<file path="config.mk">
export PLATFORM = sky130hd
export DESIGN_NAME = gcfg_ctrl
export DESIGN_NICKNAME = d
export VERILOG_FILES = /design/src/rtl/gcfg_pkg.sv /design/src/rtl/gcfg_decode.sv /design/src/rtl/gcfg_timer.sv /design/src/rtl/gcfg_ctrl.sv
export SDC_FILE = /design/constraint.sdc
export NUM_CORES = 1
export LEC_CHECK = 0
export BUFFER_PORTS_ARGS = -buffer_cell sky130_fd_sc_hd__buf_2
export CORE_MARGIN = 8
export CORE_UTILIZATION = 30
export DETAILED_ROUTE_END_ITERATION = 7
export GPL_TIMING_DRIVEN = 1
export PLACE_DENSITY_LB_ADDON = 0.2
export SLEW_MARGIN = 5
export SYNTH_ARGS = -nofsm -noshare
export SYNTH_HDL_FRONTEND = slang
export SYNTH_SLANG_ARGS = --single-unit
</file>
<file path="constraint.sdc">
create_clock -name clk -period 6.1 [get_ports clk]
set_input_delay 0 -clock clk [delete_from_list [all_inputs] [get_ports clk]]
set_output_delay 0 -clock clk [all_outputs]
set_load 0.1 [all_outputs]
</file>
<file path="src/rtl/gcfg_pkg.sv">
package gcfg_pkg;

    localparam int OP_W = 5;

    typedef enum logic [OP_W-1:0] {
        OP_NOP       = 5'd0,
        OP_BRINGUP   = 5'd1,
        OP_CFG_WR    = 5'd2,
        OP_CFG_RD    = 5'd3,
        OP_TST_WR    = 5'd4,
        OP_TST_RD    = 5'd5,
        OP_STALL_WR  = 5'd6,
        OP_STALL_RD  = 5'd7,
        OP_CKSEL_WR  = 5'd8,
        OP_CKSEL_RD  = 5'd9,
        OP_RWDLY_WR  = 5'd10,
        OP_RWDLY_RD  = 5'd11,
        OP_SWDLY_WR  = 5'd12,
        OP_SWDLY_RD  = 5'd13,
        OP_ADV_CLK   = 5'd14,
        OP_GRESET    = 5'd15
    } op_e;

    typedef enum logic [2:0] {
        ST_IDLE,
        ST_WR,
        ST_RD,
        ST_ADV,
        ST_RST,
        ST_TAIL,
        ST_RD_TAIL
    } state_e;

    localparam logic [15:0] BRINGUP_WORD = 16'hA050;

endpackage

</file>
<file path="src/rtl/gcfg_decode.sv">
module gcfg_decode
    import gcfg_pkg::*;
(
    input  logic [OP_W-1:0] op_i,
    output op_e             op_o,
    output logic            valid_o
);
    always_comb begin
        op_o    = OP_NOP;
        valid_o = 1'b0;
        case (op_i)
            5'd1:  begin op_o = OP_BRINGUP;  valid_o = 1'b1; end
            5'd2:  begin op_o = OP_CFG_WR;   valid_o = 1'b1; end
            5'd3:  begin op_o = OP_CFG_RD;   valid_o = 1'b1; end
            5'd4:  begin op_o = OP_TST_WR;   valid_o = 1'b1; end
            5'd5:  begin op_o = OP_TST_RD;   valid_o = 1'b1; end
            5'd6:  begin op_o = OP_STALL_WR; valid_o = 1'b1; end
            5'd7:  begin op_o = OP_STALL_RD; valid_o = 1'b1; end
            5'd8:  begin op_o = OP_CKSEL_WR; valid_o = 1'b1; end
            5'd9:  begin op_o = OP_CKSEL_RD; valid_o = 1'b1; end
            5'd10: begin op_o = OP_RWDLY_WR; valid_o = 1'b1; end
            5'd11: begin op_o = OP_RWDLY_RD; valid_o = 1'b1; end
            5'd12: begin op_o = OP_SWDLY_WR; valid_o = 1'b1; end
            5'd13: begin op_o = OP_SWDLY_RD; valid_o = 1'b1; end
            5'd14: begin op_o = OP_ADV_CLK;  valid_o = 1'b1; end
            5'd15: begin op_o = OP_GRESET;   valid_o = 1'b1; end
            default: begin op_o = OP_NOP;    valid_o = 1'b0; end
        endcase
    end
endmodule

</file>
<file path="src/rtl/gcfg_timer.sv">
module gcfg_timer #(
    parameter int CNT_W = 32
) (
    input  logic             clk,
    input  logic             rst_n,
    input  logic             load_i,
    input  logic [CNT_W-1:0] len_i,
    output logic             last_o
);
    logic [CNT_W-1:0] cnt_d, cnt_q;

    always_comb begin
        cnt_d = cnt_q;
        if (load_i) begin
            // zero length runs like one
            cnt_d = (len_i == '0) ? '0 : len_i - CNT_W'(1);
        end else if (cnt_q != '0) begin
            cnt_d = cnt_q - CNT_W'(1);
        end
    end

    always_ff @(posedge clk or negedge rst_n) begin
        if (!rst_n) cnt_q <= '0;
        else        cnt_q <= cnt_d;
    end

    assign last_o = (cnt_q == '0);
endmodule

</file>
<file path="src/rtl/gcfg_ctrl.sv">
module gcfg_ctrl
    import gcfg_pkg::*;
#(
    parameter int AW    = 32,
    parameter int DW    = 32,
    parameter int NDOM  = 4,
    parameter int DLY_W = 5
) (
    input  logic             clk,
    input  logic             rst_n,
    input  logic [OP_W-1:0]  op_i,
    input  logic [AW-1:0]    addr_i,
    input  logic [DW-1:0]    data_i,
    input  logic [DW-1:0]    cfg_rdata_i,
    output logic             busy_o,
    output logic [DW-1:0]    jtag_rdata_o,
    output logic             cfg_rd_o,
    output logic             cfg_wr_o,
    output logic [AW-1:0]    cfg_addr_o,
    output logic [DW-1:0]    cfg_wdata_o,
    output logic [NDOM-1:0]  stall_o,
    output logic             clk_sel_o,
    output logic [DLY_W-1:0] rw_dly_o,
    output logic             sw_dly_o,
    output logic             greset_o
);
    localparam int CNT_W = DW;

    typedef struct packed {
        state_e           state;
        logic [DW-1:0]    test;
        logic [NDOM-1:0]  stall;
        logic [NDOM-1:0]  stall_out;
        logic             clk_sel;
        logic [DLY_W-1:0] rw_dly;
        logic             sw_dly;
        logic             rd;
        logic             wr;
        logic             grst;
        logic [AW-1:0]    addr;
        logic [DW-1:0]    wdata;
        logic [DW-1:0]    jdata;
    } ctrl_t;

    ctrl_t            c_d, c_q;
    op_e              dec_op;
    logic             dec_valid;
    logic             tmr_load;
    logic [CNT_W-1:0] tmr_len;
    logic             tmr_last;

    gcfg_decode u_decode (
        .op_i    (op_i),
        .op_o    (dec_op),
        .valid_o (dec_valid)
    );

    gcfg_timer #(.CNT_W(CNT_W)) u_timer (
        .clk    (clk),
        .rst_n  (rst_n),
        .load_i (tmr_load),
        .len_i  (tmr_len),
        .last_o (tmr_last)
    );

    always_comb begin
        c_d      = c_q;
        tmr_load = 1'b0;
        tmr_len  = CNT_W'(c_q.rw_dly);
        case (c_q.state)
            ST_IDLE: begin
                if (dec_valid) begin
                    case (dec_op)
                        OP_BRINGUP:  c_d.jdata = DW'(BRINGUP_WORD);
                        OP_CFG_WR: begin
                            c_d.wr    = 1'b1;
                            c_d.addr  = addr_i;
                            c_d.wdata = data_i;
                            tmr_load  = 1'b1;
                            c_d.state = ST_WR;
                        end
                        OP_CFG_RD: begin
                            c_d.rd    = 1'b1;
                            c_d.addr  = addr_i;
                            tmr_load  = 1'b1;
                            c_d.state = ST_RD;
                        end
                        OP_TST_WR:   c_d.test  = data_i;
                        OP_TST_RD:   c_d.jdata = c_q.test;
                        OP_STALL_WR: begin
                            c_d.stall     = data_i[NDOM-1:0];
                            c_d.stall_out = data_i[NDOM-1:0];
                        end
                        OP_STALL_RD: c_d.jdata = DW'(c_q.stall);
                        OP_CKSEL_WR: c_d.clk_sel = data_i[0];
                        OP_CKSEL_RD: c_d.jdata = DW'(c_q.clk_sel);
                        OP_RWDLY_WR: c_d.rw_dly = data_i[DLY_W-1:0];
                        OP_RWDLY_RD: c_d.jdata = DW'(c_q.rw_dly);
                        OP_SWDLY_WR: c_d.sw_dly = data_i[0];
                        OP_SWDLY_RD: c_d.jdata = DW'(c_q.sw_dly);
                        OP_ADV_CLK: begin
                            c_d.stall_out = c_q.stall & ~addr_i[NDOM-1:0];
                            tmr_len       = data_i;
                            tmr_load      = 1'b1;
                            c_d.state     = ST_ADV;
                        end
                        OP_GRESET: begin
                            c_d.grst  = 1'b1;
                            tmr_len   = data_i;
                            tmr_load  = 1'b1;
                            c_d.state = ST_RST;
                        end
                        default: ;
                    endcase
                end
            end
            ST_WR, ST_RD, ST_ADV, ST_RST: begin
                if (tmr_last) begin
                    c_d.wr        = 1'b0;
                    c_d.rd        = 1'b0;
                    c_d.grst      = 1'b0;
                    c_d.stall_out = c_q.stall;
                    c_d.state     = (c_q.state == ST_RD) ? ST_RD_TAIL : ST_TAIL;
                end
            end
            ST_RD_TAIL: begin
                c_d.jdata = cfg_rdata_i;
                c_d.state = ST_IDLE;
            end
            default: c_d.state = ST_IDLE;
        endcase
    end

    always_ff @(posedge clk or negedge rst_n) begin
        if (!rst_n) begin
            c_q           <= '0;
            c_q.state     <= ST_IDLE;
            c_q.stall     <= '1;
            c_q.stall_out <= '1;
            c_q.rw_dly    <= DLY_W'(1);
        end else begin
            c_q <= c_d;
        end
    end

    assign busy_o       = (c_q.state != ST_IDLE);
    assign jtag_rdata_o = c_q.jdata;
    assign cfg_rd_o     = c_q.rd;
    assign cfg_wr_o     = c_q.wr;
    assign cfg_addr_o   = c_q.addr;
    assign cfg_wdata_o  = c_q.wdata;
    assign stall_o      = c_q.stall_out;
    assign clk_sel_o    = c_q.clk_sel;
    assign rw_dly_o     = c_q.rw_dly;
    assign sw_dly_o     = c_q.sw_dly;
    assign greset_o     = c_q.grst;
endmodule

</file>
Word-level counts from Yosys, hierarchy flattened
Memory sizes are Yosys's and may differ from the RTL's.
Cells that the tools add are included.
- flip-flop bits (word level): 181
- bits in latches: 0
- memory bits (writable): 0
- bits in read-only memories: 80
- output and inout bits: 111
- word-level logic and storage cells: 104
- memories kept: 1
- memory list (name ; depth ; width ; rd ports ; clocked after Yosys merged registers in ; write ports ; line ; text):
    (no name shown) ; 16 ; 5 ; 1 ; 0 ; 0 ; gcfg_decode.sv:11 ; case (op_i)
- add/subtract/negate cells: 2
- multipliers: 0
- divide/modulo/power cells: 0
- magnitude comparators: 0
- equality and inequality tests: 28
- shift-type cells: 0
- muxes and demuxes: 32
- bitwise gates (word level): 2
- reduce and logical (&&, ||, !) cells: 25
- operators by type and width (kind ; count):
    32-bit two-way mux ; 9
    32-bit case mux with 6 select lines ; 1
    149-bit two-way mux ; 1
    32-bit logical NOT ; 2
    32-bit case mux with 2 select lines ; 1
    32-bit by 1-bit subtractor with 32-bit output (second input constant) ; 2
    5-bit by 4-bit == test with 1-bit output (second input constant) ; 8
    32-bit nonzero test ; 1
    3-bit AND reduction ; 9
    5-bit by 3-bit == test with 1-bit output (second input constant) ; 4
    4-bit case mux with 2 select lines ; 2
    4-bit AND reduction ; 4
    3-bit case mux with 2 select lines ; 2
    3-bit case mux with 4 select lines ; 1
    5-bit by 2-bit == test with 1-bit output (second input constant) ; 2
    1-bit two-way mux ; 8
    4-bit two-way mux ; 2
    4-bit OR reduction ; 2
    7-bit by 1-bit != test with 1-bit output (second input constant) ; 1
    3-bit by 2-bit == test with 1-bit output (second input constant) ; 2
    3-bit == test (second input constant) ; 2
    3-bit two-way mux ; 2
    6-bit two-way mux ; 1
    2-bit by 1-bit != test with 1-bit output (second input constant) ; 3
    13 further kinds ; 17

Logic depth before layout (Yosys ltp)
An unclocked memory read counts as a cell.
- word-level depth: 10
- depth in mapped cells: 13

Hierarchy
A second synthesis with hierarchy kept.
- cell total of the unflattened synthesis: 934
- area total of the unflattened synthesis: 10072.2 sq um
- by module, submodules not included (module ; times used ; cells an instance ; area an instance (sq um) ; sequential area each (sq um)):
    gcfg_ctrl ; 1 ; 639 ; 7567.3 ; 3739.8
    gcfg_timer ; 1 ; 287 ; 2458.6 ; 800.8
    gcfg_decode ; 1 ; 8 ; 46.3 ; 0.0

Least setup slack after synthesis
No wires, ideal clock.
- path type: reg-to-reg
- start point: register c_q[147] (netlist name)
- end point: register u_timer.cnt_q[12]
- library setup time: 0.129 ns
- arrival: 3.431 ns
- setup slack: 2.540 ns
- stages on the path, launching flop included: 12
- path buffers: 2
- cell sequence: dfrtp_1 -> buf_2 -> nor4_4 -> nand2_1 -> clkbuf_1 -> mux2i_1 -> ha_1 -> or4b_1 -> or3_1 -> or4b_1 -> a21oi_1 -> o32ai_1
- word-level cells in the longest chain between the ends: 5
- elaborated cells on any way between the ends: 8
- those cells by class: add/sub: 1; mux: 4; reduce/logical: 3
- ends and longest elaborated chain (what ; line ; text):
    start, declared ; gcfg_ctrl.sv:45 ; ctrl_t c_d, c_q;
    3-bit logical NOT (*) ; gcfg_ctrl.sv:70 ; case (c_q.state)
    32-bit two-way mux ; gcfg_ctrl.sv:70 ;
    32-bit by 1-bit subtractor with 32-bit output or 32-bit logical NOT (tied branches) ; gcfg_timer.sv:16 ; cnt_d = (len_i == '0) ? '0 : len_i - CNT_W'(1);
    32-bit two-way mux ; gcfg_timer.sv:16 ;
    32-bit two-way mux ; gcfg_timer.sv:14 ; if (load_i) begin
    end signal, assigned ; gcfg_timer.sv:24 ; else cnt_q <= cnt_d;
    end, declared ; gcfg_timer.sv:10 ; logic [CNT_W-1:0] cnt_d, cnt_q;
Mark *: on every way between the ends. The rest lies on a longest branch, timed or not.
A chain may end at the register's enable or synchronous reset.

Final worst setup path
Same ends and word-level chain as after synthesis.

==> metrics.txt <==
outcome=complete, no violations; synth top area cells=dfrtp_1 44%, mux2_2 10%, buf_4 8.0%, mux2_1 2.8%, a222oi_1 2.4%; synthesized net count=1030; relative slew slack=32.22%; CTS clk-pin slew, worst paths=70 ps; final setup vio count=0; final core occ=37.39%; first-pass GRT wire length=49160 µm; Die Y=196.8 µm; Reg area=4541 µm²; Cell Count, Final, Fillers Out=1566; H-Tree Depth=4; cell with the most instances after synthesis=dfrtp_1; Die Wd=196.8 µm; Post-Synthesis Cells=925; placed cell area=10570 µm²; Initial Utilization=30.30%; largest net degree at the start of global routing=67; Setup Total Neg Slack=0 ps; clock sinks=181; number of remaining DRC errors=0; Required @ worst endpoint=6400 ps; largest stage delay on the critical path=550 ps; CTS tree=done; maximum net fanout on the critical path=18; worst min path class=in -> reg; final net count=1217; CP Depth=9; Mapped Area=9807 µm²; via/cell ratio=4.994; synthesis-stage register bit count=181; DRT antenna net count=0; Hold Crit Start=data_i[1]; Worst VDD drop=0.4790 mV; Fin Clk Skew=9.805 ps; Comb pwr share=55.7%; Seq/Total Area, Yosys=46.30%; all-layer global routing usage=16.15%; I/O pins=214; CP startpoint kind=register; area delta synth->final=23.42%; share of cells above drive strength 1=33.99%; post-DR wirelength/cell=19.90 µm; Crit path max-delay family=simple AND/OR/NAND/NOR gates; leakage=5.520 nW; Hold Path Stages=2; Max clock buf depth=2; GPL Wtd Cong=0.8238; RR Startpoint=c_q[147]; slew of the pin with the lowest slew margin=1017 ps; Post-synth EDFFs=0; Slew Viols, Final=0; Fmax achieved=246.5 MHz; Antenna Cells=0; area of the multi-input gates=4217 µm²; vias in the first global route=8432; Top FF cell, synth=dfrtp_1; Max stage delay cell, worst path=nand2_1; clk_lat worst skew=440 ps; Post-synth top cells=172 x dfrtp_1, 105 x buf_4, 88 x mux2_2; Int Pwr=3.208 mW; Final HPWL DP=21940 µm; sequential share of power=29.1%; dominant cell type by area after synthesis=dfrtp_1; Crit Path Category=reg -> reg; Die ar.=38730 µm²; GR Overflow Total=0; Setup crit end kind=register; max_cap viols=0; CTS buffer count=17; Cell Chain, Critical Path=nor4_4, nand2_1, mux2i_1, ha_1, or4b_1, or3_1, or4b_1, a21oi_1, o32ai_1; final hold viol count=0; Clk pwr share=15.2%; Pre-Repair DR Iteration Count=5; pwr/cell area=597.7 nW/µm²; cell mode on critical path=or4b_1; cells on worst reg2reg path=9; vias=7820; ys async rst share=100.0%; RSZ-0062 raised after global routing=false; synth unique cells=75; post-cts resize count=0; yosys warns=0; Initial DRC Count=667; Routed WL=31160 µm; post-synth top area share=43.89%; Avg Cell Area, Syn=10.60 µm²; IO Port Bufs=213; post-layout min period=4057 ps; CP arrival=4350 ps; Sw Ratio=55.65%; initial antenna violation count=1; placed cell count=1438; fin crit share=66.51%; Clock Root Buffer=clkbuf_16; core footprint=32370 µm²; switching power=4.026 mW; beginning of the critical path=c_q[147]; Filler cells=3262; buffers and inverters on the worst path=0; row cnt=66; post-route cell area=12100 µm²
-- cell families after synthesis --
logic type / share of synthesized area [%]
adder cells (fa/ha/maj): 0.2551
AO/OA/AOI/OAI: 11.93
AND/OR/NAND/NOR: 13.69
multiplexers: 13.78
flip-flops: 46.30
buffers and inverters: 11.10
XOR/XNOR: 2.947
-- registers in the layout, indices dropped and copies added (netlist names) --
signal and flops:
c_q 39, cfg_addr_o 32, cfg_rd_o 1, cfg_wdata_o 32, cfg_wr_o 1, clk_sel_o 1, greset_o 1, jtag_rdata_o 32
rw_dly_o 5, stall_o 4, sw_dly_o 1, u_timer.cnt_q 32
-- metal layers --
metal,part of all wire (%),global-route usage [%],vias to the layer above,wire [µm]
met5,0.035,0,-,11
li1,-,-,3621,-
met2,47,26.42,263,14790
met3,6.3,4.622,31,1963
met1,45,20.70,3903,13950
met4,1.4,4.235,2,439
-- final cells by class --
class / count / share of cell area, %
sequential: 181 / 37.51
clock inverter: 12 / 1.003
inverter: 29 / 0.8993
clock buffer: 19 / 3.659
tap: 442 / 4.569
timing repair buffer: 320 / 17.52
multi-input combinational: 563 / 34.84
-- worst paths after layout --
| kind | slack, ps | end |
|---|---|---|
| max in group asynchronous | 4730 | jtag_rdata_o[0] |
| setup reg to reg | 2040 | u_timer.cnt_q[12] |
| hold reg to reg | 490 | cfg_wdata_o[23] |
| setup / recovery | 2040 | u_timer.cnt_q[12] |
| hold / removal | 30 | rw_dly_o[1] |
| min in group asynchronous | 70 | u_timer.cnt_q[23] |
-- through the flow --
step	setup slack [ps]	power [mW]	hold WS [ps]
2_1_floorplan	2540	5.753	-295.6
3_3_place_gp	2161	6.100	6.281
3_5_place_dp	2101	6.123	7.564
4_1_cts	2060	7.296	2.506
5_1_grt	1714	7.592	3.530
6_report	2043	7.234	28.12
-- power by group through the flow --
| stage | combinational, mW | sequential, mW | clock, mW |
|---|---|---|---|
| after floorplan | 3.70 | 2.06 | 0 |
| after global placement | 4.00 | 2.10 | 0 |
| after detailed placement | 4.01 | 2.12 | 0 |
| after CTS | 4.06 | 2.10 | 1.14 |
| after global routing | 4.23 | 2.18 | 1.18 |
| final | 4.03 | 2.10 | 1.10 |
-- repair_timing --
| item | 4_1_cts | 5_1_grt |
|---|---|---|
| buffers inserted | 0 | 0 |
| hold buffers | 97 | 0 |
| hold endpoints to repair | 181 | 0 |
-- placed cells by master (no fill, tap or decap), types with 6 or more instances in the layout --
| cell | Yosys | layout |
|---|---|---|
| buf_2 | 12 | 212 |
| dfrtp_1 | 172 | 172 |
| dlygate4sd3_1 | 0 | 97 |
| mux2_2 | 88 | 88 |
| nand2_1 | 53 | 53 |
| nor2_1 | 54 | 53 |
| nor3_1 | 34 | 33 |
| inv_1 | 28 | 28 |
| a222oi_1 | 24 | 24 |
| xnor2_1 | 24 | 24 |
| mux2_1 | 24 | 24 |
| o21ai_0 | 23 | 23 |
| a21oi_1 | 22 | 22 |
| o22ai_1 | 20 | 20 |
| clkbuf_16 | 0 | 17 |
| nand3_1 | 17 | 15 |
| or3_1 | 11 | 11 |
| nor4_1 | 12 | 11 |
| buf_4 | 105 | 10 |
| mux2i_1 | 9 | 9 |
| a22oi_1 | 9 | 9 |
| xor2_1 | 9 | 9 |
| dfstp_2 | 9 | 9 |
| nand4_1 | 8 | 8 |
| a31oi_1 | 9 | 8 |
| or4_1 | 7 | 7 |
| o21ai_1 | 7 | 7 |
| and3_1 | 6 | 6 |
| clkinvlp_4 | 0 | 6 |
(Power assumes the default switching activity.)
